## src/rtl/ppx_pkg.sv

```systemverilog
package ppx_pkg;
  localparam int PPX_DW = 8;

  typedef enum logic [2:0] {
    ST_IDLE    = 3'd0,
    ST_SETUP   = 3'd1,
    ST_STROBE  = 3'd2,
    ST_RELEASE = 3'd3,
    ST_ACK     = 3'd4
  } ppx_state_e;

  // status register image: bit 0 is the sticky timeout flag
  function automatic logic [PPX_DW-1:0] status_byte(input logic tmo);
    status_byte = {{(PPX_DW-1){1'b0}}, tmo};
  endfunction

  // counter width able to hold limit-1
  function automatic int cnt_width(input int limit);
    cnt_width = (limit > 2) ? $clog2(limit) : 1;
  endfunction
endpackage

```

## src/rtl/ppx_sync.sv

```systemverilog
module ppx_sync #(
  parameter int STAGES = 2
) (
  input  logic clk,
  input  logic rst_n,
  input  logic d,
  output logic q
);
  logic [STAGES-1:0] sh_q;

  generate
    if (STAGES == 1) begin : g_one
      always_ff @(posedge clk or negedge rst_n)
        if (!rst_n) sh_q <= '0;
        else        sh_q <= d;
    end else begin : g_many
      always_ff @(posedge clk or negedge rst_n)
        if (!rst_n) sh_q <= '0;
        else        sh_q <= {sh_q[STAGES-2:0], d};
    end
  endgenerate

  assign q = sh_q[STAGES-1];
endmodule

```

## src/rtl/ppx_watchdog.sv

```systemverilog
module ppx_watchdog #(
  parameter int LIMIT = 1024
) (
  input  logic clk,
  input  logic rst_n,
  input  logic run,
  output logic expire
);
  import ppx_pkg::*;
  localparam int CW = cnt_width(LIMIT);
  localparam logic [CW-1:0] LAST = CW'(LIMIT - 1);

  logic [CW-1:0] cnt_q;

  always_ff @(posedge clk or negedge rst_n) begin
    if (!rst_n)              cnt_q <= '0;
    else if (!run)           cnt_q <= '0;
    else if (cnt_q != LAST)  cnt_q <= cnt_q + 1'b1;
  end

  assign expire = run && (cnt_q == LAST);

  // the count never passes the limit
  a_r8_count_bound: assert property (@(posedge clk) disable iff (!rst_n)
    cnt_q <= LAST);
  // a stopped watchdog restarts from zero
  a_r8_clear_when_idle: assert property (@(posedge clk) disable iff (!rst_n)
    !run |=> cnt_q == '0);
endmodule

```

## src/rtl/ppx_cycle_engine.sv

```systemverilog
module ppx_cycle_engine #(
  parameter int WDOG_CYCLES = 1024,
  parameter int SYNC_STAGES = 2
) (
  input  logic       clk,
  input  logic       rst_n,
  input  logic       mode_en,
  input  logic       hst_req,
  input  logic       hst_we,
  input  logic [1:0] hst_sel,
  input  logic [7:0] hst_wdata,
  output logic       hst_ack,
  output logic       hst_err,
  output logic [7:0] hst_rdata,
  input  logic [7:0] pp_data_i,
  output logic [7:0] pp_data_o,
  output logic       pp_data_oe,
  output logic       pp_write_n,
  output logic       pp_astb_n,
  output logic       pp_dstb_n,
  input  logic       pp_wait
);
  import ppx_pkg::*;

  ppx_state_e        state_q;
  logic              is_wr_q, is_addr_q, tmo_q, err_q;
  logic [PPX_DW-1:0] wdat_q, rdat_q;

  // named internal events
  logic wait_s, active, wd_expire, strobe_on;
  logic req_status, req_refused, req_start;

  ppx_sync #(.STAGES(SYNC_STAGES)) u_wait_sync (
    .clk(clk), .rst_n(rst_n), .d(pp_wait), .q(wait_s));

  assign active = (state_q == ST_SETUP) || (state_q == ST_STROBE) ||
                  (state_q == ST_RELEASE);

  ppx_watchdog #(.LIMIT(WDOG_CYCLES)) u_wdog (
    .clk(clk), .rst_n(rst_n), .run(active), .expire(wd_expire));

  assign req_status  = (state_q == ST_IDLE) && hst_req && hst_sel[1];
  assign req_refused = (state_q == ST_IDLE) && hst_req && !hst_sel[1] &&
                       (!mode_en || tmo_q);
  assign req_start   = (state_q == ST_IDLE) && hst_req && !hst_sel[1] &&
                       mode_en && !tmo_q;

  always_ff @(posedge clk or negedge rst_n) begin
    if (!rst_n) begin
      state_q   <= ST_IDLE;
      is_wr_q   <= 1'b0;
      is_addr_q <= 1'b0;
      tmo_q     <= 1'b0;
      err_q     <= 1'b0;
      wdat_q    <= '0;
      rdat_q    <= '0;
    end else begin
      unique case (state_q)
        ST_IDLE: begin
          if (req_status) begin
            rdat_q  <= status_byte(tmo_q);
            err_q   <= 1'b0;
            if (hst_we && hst_wdata[0]) tmo_q <= 1'b0;
            state_q <= ST_ACK;
          end else if (req_refused) begin
            rdat_q  <= '0;
            err_q   <= 1'b1;
            state_q <= ST_ACK;
          end else if (req_start) begin
            is_wr_q   <= hst_we;
            is_addr_q <= !hst_sel[0];
            wdat_q    <= hst_wdata;
            rdat_q    <= '0;
            err_q     <= 1'b0;
            state_q   <= ST_SETUP;
          end
        end
        ST_SETUP: begin
          if (wd_expire) begin
            tmo_q <= 1'b1; err_q <= 1'b1; rdat_q <= '0; state_q <= ST_ACK;
          end else if (!wait_s) begin
            state_q <= ST_STROBE;
          end
        end
        ST_STROBE: begin
          if (wd_expire) begin
            tmo_q <= 1'b1; err_q <= 1'b1; rdat_q <= '0; state_q <= ST_ACK;
          end else if (wait_s) begin
            if (!is_wr_q) rdat_q <= pp_data_i;
            state_q <= ST_RELEASE;
          end
        end
        ST_RELEASE: begin
          if (wd_expire) begin
            tmo_q <= 1'b1; err_q <= 1'b1; rdat_q <= '0; state_q <= ST_ACK;
          end else if (!wait_s) begin
            state_q <= ST_ACK;
          end
        end
        ST_ACK:  state_q <= ST_IDLE;
        default: state_q <= ST_IDLE;
      endcase
    end
  end

  assign strobe_on  = (state_q == ST_STROBE);
  assign pp_astb_n  = !(strobe_on && is_addr_q);
  assign pp_dstb_n  = !(strobe_on && !is_addr_q);
  assign pp_write_n = !(active && is_wr_q);
  assign pp_data_oe = active && is_wr_q;
  assign pp_data_o  = wdat_q;
  assign hst_ack    = (state_q == ST_ACK);
  assign hst_err    = err_q;
  assign hst_rdata  = rdat_q;

  // the two strobes are never low together
  a_r3_one_strobe: assert property (@(posedge clk) disable iff (!rst_n)
    pp_astb_n || pp_dstb_n);
  // the driver is only on while the write line is low
  a_r4_drive_only_on_write: assert property (@(posedge clk) disable iff (!rst_n)
    pp_data_oe |-> !pp_write_n);
  // a strobe starts only after wait was seen low
  a_r5_strobe_after_wait_low: assert property (@(posedge clk) disable iff (!rst_n)
    ($fell(pp_astb_n) || $fell(pp_dstb_n)) |-> !$past(wait_s));
  // the acknowledge lasts a single cycle
  a_r6_ack_pulse: assert property (@(posedge clk) disable iff (!rst_n)
    hst_ack |=> !hst_ack);
  // no acknowledge while a strobe is still low
  a_r6_ack_after_release: assert property (@(posedge clk) disable iff (!rst_n)
    hst_ack |-> (pp_astb_n && pp_dstb_n));
  // expiry releases the pins and reports an error
  a_r8_abort: assert property (@(posedge clk) disable iff (!rst_n)
    wd_expire |=> (hst_ack && hst_err && pp_astb_n && pp_dstb_n && pp_write_n));
  // no strobe while the timeout flag is set
  a_r9_quiet_on_timeout: assert property (@(posedge clk) disable iff (!rst_n)
    tmo_q |-> (pp_astb_n && pp_dstb_n));
  // a disabled engine never leaves idle for a peripheral cycle
  a_r7_gate: assert property (@(posedge clk) disable iff (!rst_n)
    ((state_q == ST_IDLE) && !mode_en) |=> !active);
endmodule

```

## config.mk

```make
export PLATFORM = sky130hd
export DESIGN_NAME = ppx_cycle_engine
export DESIGN_NICKNAME = d
export VERILOG_FILES = /design/src/rtl/ppx_pkg.sv /design/src/rtl/ppx_sync.sv /design/src/rtl/ppx_watchdog.sv /design/src/rtl/ppx_cycle_engine.sv
export SDC_FILE = /design/constraint.sdc
export NUM_CORES = 1
export LEC_CHECK = 0
export BUFFER_PORTS_ARGS = -buffer_cell sky130_fd_sc_hd__buf_2
export CAP_MARGIN = 20
export CORE_ASPECT_RATIO = 0.5
export CORE_MARGIN = 2
export CORE_UTILIZATION = 56
export DETAILED_ROUTE_END_ITERATION = 8
export HOLD_SLACK_MARGIN = 0.1
export PLACE_DENSITY = 0.84
export SKIP_LAST_GASP = 1
export SLEW_MARGIN = 20
export SYNTH_ARGS = -nofsm -noshare
export SYNTH_HDL_FRONTEND = slang
export SYNTH_HIERARCHICAL = 1
export SYNTH_SLANG_ARGS = --single-unit
```

## constraint.sdc

```tcl
create_clock -name clk -period 6.2 [get_ports clk]
set_clock_uncertainty 0.05 [all_clocks]
set_input_delay 0.62 -clock clk [delete_from_list [all_inputs] [get_ports clk]]
set_output_delay 0.62 -clock clk [all_outputs]
set_load 0.03 [all_outputs]
```

# Yosys cells after proc, flatten, opt, wreduce, memory -nomap -nowiden
# Cells that the tools add are included.
# op_classes
muxes,28
bitwise,2
n_reduce_logical,32
n_eq_ne,16
n_addsub,1
# op_table
operator,count
$mux 8,7
$mux 3,9
$pmux 8 s3,1
$mux 10,2
$pmux 3 s4,1
$reduce_and 4->1,3
$logic_and 1x1->1,11
$add 10x1->10 const B,1
$eq 10x10->1 const B,1
$ne 10x10->1 const B,1
$ne 3x2->1 const B,3
$logic_not 1->1,8
$ne 2x1->1 const B,4
$eq 3x2->1 const B,2
$mux 1,6
$reduce_and 5->1,1
$ne 4x4->1 const B,1
$pmux 1 s2,2
$eq 3x1->1 const B,1
$eq 3x3->1 const B,1
$logic_not 3->1,1
$logic_or 1x1->1,3
$ne 3x1->1 const B,1
$reduce_and 3->1,1
other kinds (6),7
# totals
register_bits,35
output_inout_bits,22
in_bits,24
wordCells,88

# Longest topological paths before layout
# depth
depth_word,9
depth_mapped,11
mapped_depth_nobuf,8

# By module
# Netlist, hierarchy kept.
# modules_own_cells
mod,seq_area_each_um2,n_inst,cells_each,area_per_inst_um2
ppx_cycle_engine,575.6,1,104,1161.1
ppx_watchdog,250.2,1,56,539.3
ppx_sync,50.0,1,2,50.0

# Worst setup path after synthesis
# Ideal clock, no wire load.
# synth_path
path_type,reg2reg
from,reg u_wdog.cnt_q[0]
to,"reg rdat_q[0], in the netlist hst_rdata[0]"
synth_period_minus_slack_ns,2.542
setup_slack_ns,3.658
t_arrival_ns,2.367
setup_ns,0.125
stages_incl_launch_ff,11
required_time_ns,6.025
path_buffers,2
cell_sequence,dfrtp_1 -> ha_1 -> nand4_2 -> or3_4 -> nor2_1 -> buf_6 -> nand2b_4 -> a21oi_2 -> or3b_1 -> buf_6 -> mux2_4
# synth_between
elab_chain_len,4
word_cells_on_any_way,8
classes_between,eq/ne: 4; mux: 2; reduce/logical: 2
# synth_rtl
item,line,text
"start, declared",ppx_watchdog.sv:13,logic [CW-1:0] cnt_q;
"start signal, assigned",ppx_watchdog.sv:18,else if (cnt_q != LAST) cnt_q <= cnt_q + 1'b1;
$eq 10x10->1 *,ppx_watchdog.sv:21,assign expire = run && (cnt_q == LAST);
$logic_and 1x1->1 *,ppx_watchdog.sv:21,
named net wd_expire,ppx_cycle_engine.sv:30,"logic wait_s, active, wd_expire, strobe_on;"
"$ne 3x2->1 (no line), or another cell as far along",-,
$reduce_and 5->1 (no line) / $pmux 8 s3 (equally long branches),-,
"end signal, assigned",ppx_cycle_engine.sv:61,rdat_q <= status_byte(tmo_q);
"end signal, assigned",ppx_cycle_engine.sv:89,if (!is_wr_q) rdat_q <= pp_data_i;
"end, declared",ppx_cycle_engine.sv:27,"logic [PPX_DW-1:0] wdat_q, rdat_q;"
# The timed path passes the listed nets; every way through them passes the cells marked *.
# A chain may end at the register's enable or synchronous reset.

# Worst setup path after layout
# layout_path
from,reg state_q[1]
to,"reg rdat_q[0], in the netlist hst_rdata[0]"
# layout_between
word_cells_on_any_way,24
classes_between,eq/ne: 7; mux: 4; reduce/logical: 13
# layout_lines
item,line,text
"start, declared",ppx_cycle_engine.sv:25,ppx_state_e state_q;
"start signal, assigned",ppx_cycle_engine.sv:50,state_q <= ST_IDLE;
"start signal, assigned",ppx_cycle_engine.sv:64,state_q <= ST_ACK;
"start signal, assigned",ppx_cycle_engine.sv:68,state_q <= ST_ACK;
$eq 3x1->1 / $eq 3x2->1 (equally long branches),ppx_cycle_engine.sv:36,assign active = (state_q == ST_SETUP) || (state_q == ST_STROBE) ||
$logic_or 1x1->1,ppx_cycle_engine.sv:36,
$logic_or 1x1->1 *,ppx_cycle_engine.sv:36,
named net active,ppx_cycle_engine.sv:30,
$logic_and 1x1->1 *,ppx_watchdog.sv:21,
named net wd_expire,ppx_cycle_engine.sv:30,
"$ne 3x2->1 (no line), or another cell as far along",-,
$reduce_and 5->1 (no line) / $pmux 8 s3 (equally long branches),-,
# Marked as above.

==> results by group <==
Outcome
  – Status: complete, no violations

Placed design
  – Detailed-placement wirelength estimate: 2.659 mm
  – Buffers added on ports: 45
  – Total cell area at the placement stage: 1964 um^2
  – RD Place Congestion: 0.8039
  – Placed insts: 241
  – Pre-CTS setup slack: 2.825 ns

Clock tree
  – CTS Root Buffer Type: clkbuf_8
  – Count of clock tree sinks: 35
  – Post-CTS sizing: 0
  – Hold-fix buffers, CTS: 0
  – Max clock buf depth: 2
  – Total number of H-tree levels: 2
  – Clock Latency Late Sink: 0.29 ns
  – CTS clk-pin slew, worst paths: 0.07 ns
  – Clock tree from TritonCTS: done
  – Post-CTS setup-driven buffer insertion count: 0
  – Inserted Clock Buffers: 5

Hold path
  – Worst Hold Path Cells: 0
  – Class of the most critical hold timing path: flip-flop to flip-flop
  – WHS Endpoint: u_wait_sync/sh_q[1]$_DFF_PN0_
  – Beginning of the worst hold path: u_wait_sync/sh_q[0]$_DFF_PN0_

Yosys
  – Yosys synthesis warning count: 6
  – Post-synth EDFFs: 0
  – Flops & latches, synth: 35
  – Average cell area after synthesis: 10.81 um^2
  – Register area share after synthesis: 50.04%
  – Dominant cell type by area after synthesis: dfrtp_1
  – Synth async-reset ratio: 100.0%
  – Count of cell types in the netlist: 47
  – Main area contributors after synthesis: dfrtp_1 (50%), mux2_1 (5.8%), mux2i_1 (5.7%), nand2_1 (3.9%), buf_6 (3.2%)
  – Syn Nets: 187
  – Most instantiated flip-flop cell in the synthesis netlist: dfrtp_1
  – Mapped cell area: 1750 um^2
  – Instance count of the mapped netlist: 162
  – Post-synth top area share: 50.04%

Global routing
  – GR Util All Layers: 23.11%
  – Global-route wire length before repair: 6.341 mm
  – Pin count of the biggest net entering global routing: 36
  – Vias in the first global route: 1417
  – Number of antenna violations at the first check in global routing: 0
  – Overflow left after global routing: 0

Flow run
  – Number of max-cap violations: 0

Timing
  – Slew at the pin with the worst max-slew slack: 0.7613 ns
  – Min Clock Period, post-route: 3.390 ns
  – Final Hold Vio Count: 0
  – Fmax: 0.2950 GHz
  – Number of endpoints failing setup at the final stage: 0
  – Worst slew slack as a fraction of its limit: 49.24%
  – Number of max-slew violations in the final report: 0
  – Setup repair after global routing missed its margin: no
  – Final worst-path setup slack: 2.810 ns
  – Final critical-path share of the clock period: 54.68%
  – Setup TNS: 0 ns

Pwr
  – Power per unit of standard cell area: 492.9 nW/um^2
  – Maximum resistive drop on vdd: 0.2552 mV
  – Total leakage power: 0.0009930 uW

Critical path
  – Crit-path max cell delay: 0.60 ns
  – CP Data Arrival Time: 3.52 ns
  – Setup slack, reg-to-reg: 2.81 ns
  – Endpoint of the worst-slack reg-to-reg timing path: hst_rdata[0]$_DFFE_PN0P_
  – Start of the worst register-to-register path: state_q[1]$_DFFE_PN0P_
  – Endpoint class of the critical path: flip-flop
  – Launching instance or port of the critical path: state_q[1]$_DFFE_PN0P_
  – Most prevalent standard cell on the critical path: nor2_1
  – Type of the worst setup path: flip-flop to flip-flop
  – Crit path required time: 6.33 ns
  – Critical path startpoint category: flip-flop
  – Worst path cell trace: nor2_1 > nor2_1 > inv_1 > nor2_1 > nand2b_4 > a21oi_2 > or3b_1 > mux2_4
  – Cell depth of the worst flop-to-flop path: 8
  – Critical path fanouts, max: 10
  – Highest-delay cell along the critical path: dfrtp_1

Finish
  – Non-filler instance count after layout: 249
  – Fin area: 2064 um^2
  – Layout-stage area growth over the synthesis result: 17.94%
  – Antenna cells: 0
  – Fraction of layout cells with a size suffix above 1: 29.67%
  – Net count, final: 233
  – Fill cell instance count of the final layout: 219

Drt
  – Number of nets with antenna violations after detailed routing: 0
  – DRC violation count after routing: 0
  – Per-cell routed wire length: 15.14 um
  – Wirelength, routed: 3.770 mm
  – Number of DRC violations after detailed-routing iteration 0: 157
  – Detailed-route via count: 1407
  – Number of detailed-routing iterations run before antenna repair: 5
  – Via-to-Cell Ratio: 5.651

Die
  – Vertical die dimension: 43.54 um
  – Top Ports: 46
  – Core area: 2995 um^2
  – Standard-cell rows: 14
  – Die outline width: 83.07 um
  – Initial core utilization: 58.44%
  – Area of the die: 3616 um^2
area by class of cell:
class | count | area [um^2] | share of cell area [%]
Clock buffer | 8 | 100.1 | 4.848
Timing Repair Buffer | 45 | 225.2 | 10.91
Tap cell | 40 | 50.05 | 2.424
Multi-Input combinational cell | 108 | 764.5 | 37.03
Inverter | 13 | 48.80 | 2.364
Sequential cell | 35 | 875.8 | 42.42
metrics by stage:
stage                     hold slack [ns]  util [%]  power, uW
final                              0.3037     68.92       1018
after global routing               0.3099     68.92       1076
after detailed placement           0.2950     65.58      842.0
after CTS                          0.3030     68.92       1027
after global placement             0.2817     65.58      822.7
after floorplan                    0.2744         -      735.4
logic make-up after synthesis:
| logic type | synth area share (%) |
|---|---|
| xor gates and xnor gates | 1.001 |
| AOI/OAI and AO/OA | 10.72 |
| muxes | 12.37 |
| buffers and inverters | 6.290 |
| DFF | 50.04 |
| and+or+nand+nor | 18.87 |
| adders and majority gates | 0.7147 |
worst max-delay path, delay by kind of cell, from the launching register on:
kind,cells,cell delay [ns]
and+or+nand+nor,5,1.96
buffers and inverters,1,0.24
DFF,1,0.60
muxes,1,0.37
AOI/OAI and AO/OA,1,0.04
placed cells by master, fill, tap and decap left out, types with 2 or more instances in the layout:
master and instances:
buf_2 45, nor2_1 7, a31oi_1 4, dfrtp_1 35
nor3_1 5, nand2_1 18, nand4_1 2, nand2b_1 3
clkbuf_8 7, mux2i_1 10, a21oi_1 8, o21ai_0 3
mux2_1 9, inv_1 13, nand3_1 6, and4_1 2
registers in the layout (all words and copies together), names as in the netlist:
register	flops
pp_data_o	8
tmo_q	1
u_wait_sync/sh_q	2
state_q	3
is_addr_q	1
u_wdog/cnt_q	10
hst_err	1
is_wr_q	1
hst_rdata	8
power breakdown:
group / total, uW / switching (uW) / internal (uW)
sequential: 378 / 74.2 / 303
combinational: 459 / 296 / 163
clock: 181 / 79.5 / 101
total: 1020 / 450 / 568
worst max-delay path by stage:
stage | endpoint | cells past startpoint
after floorplan | hst_rdata[0]$_DFFE_PN0P_ | 10
final | hst_rdata[0]$_DFFE_PN0P_ | 8
after detailed placement | hst_rdata[0]$_DFFE_PN0P_ | 8
after global placement | hst_rdata[0]$_DFFE_PN0P_ | 8
after global routing | hst_rdata[0]$_DFFE_PN0P_ | 8
after CTS | hst_rdata[0]$_DFFE_PN0P_ | 8
Yosys cell counts, types with 2 or more instances:
| cell type | count |
|---|---|
| inv_1 | 13 |
| mux2i_1 | 10 |
| nand4_1 | 2 |
| mux2_1 | 9 |
| dfrtp_1 | 35 |
| o21ai_0 | 3 |
| nor2_1 | 7 |
| a31oi_1 | 4 |
| nand3_1 | 6 |
| nand2_1 | 18 |
| and4_1 | 2 |
| nand2b_1 | 3 |
| buf_6 | 5 |
| a21oi_1 | 8 |
| nor3_1 | 5 |
layer usage:
metal	up-vias	wire (um)	track usage, %
met5	-	0	0
met4	0	89	11.80
met3	8	204	8.952
met2	56	1930	40.16
met1	678	1546	25.72
li1	665	-	-
(Power assumes the default switching activity.)
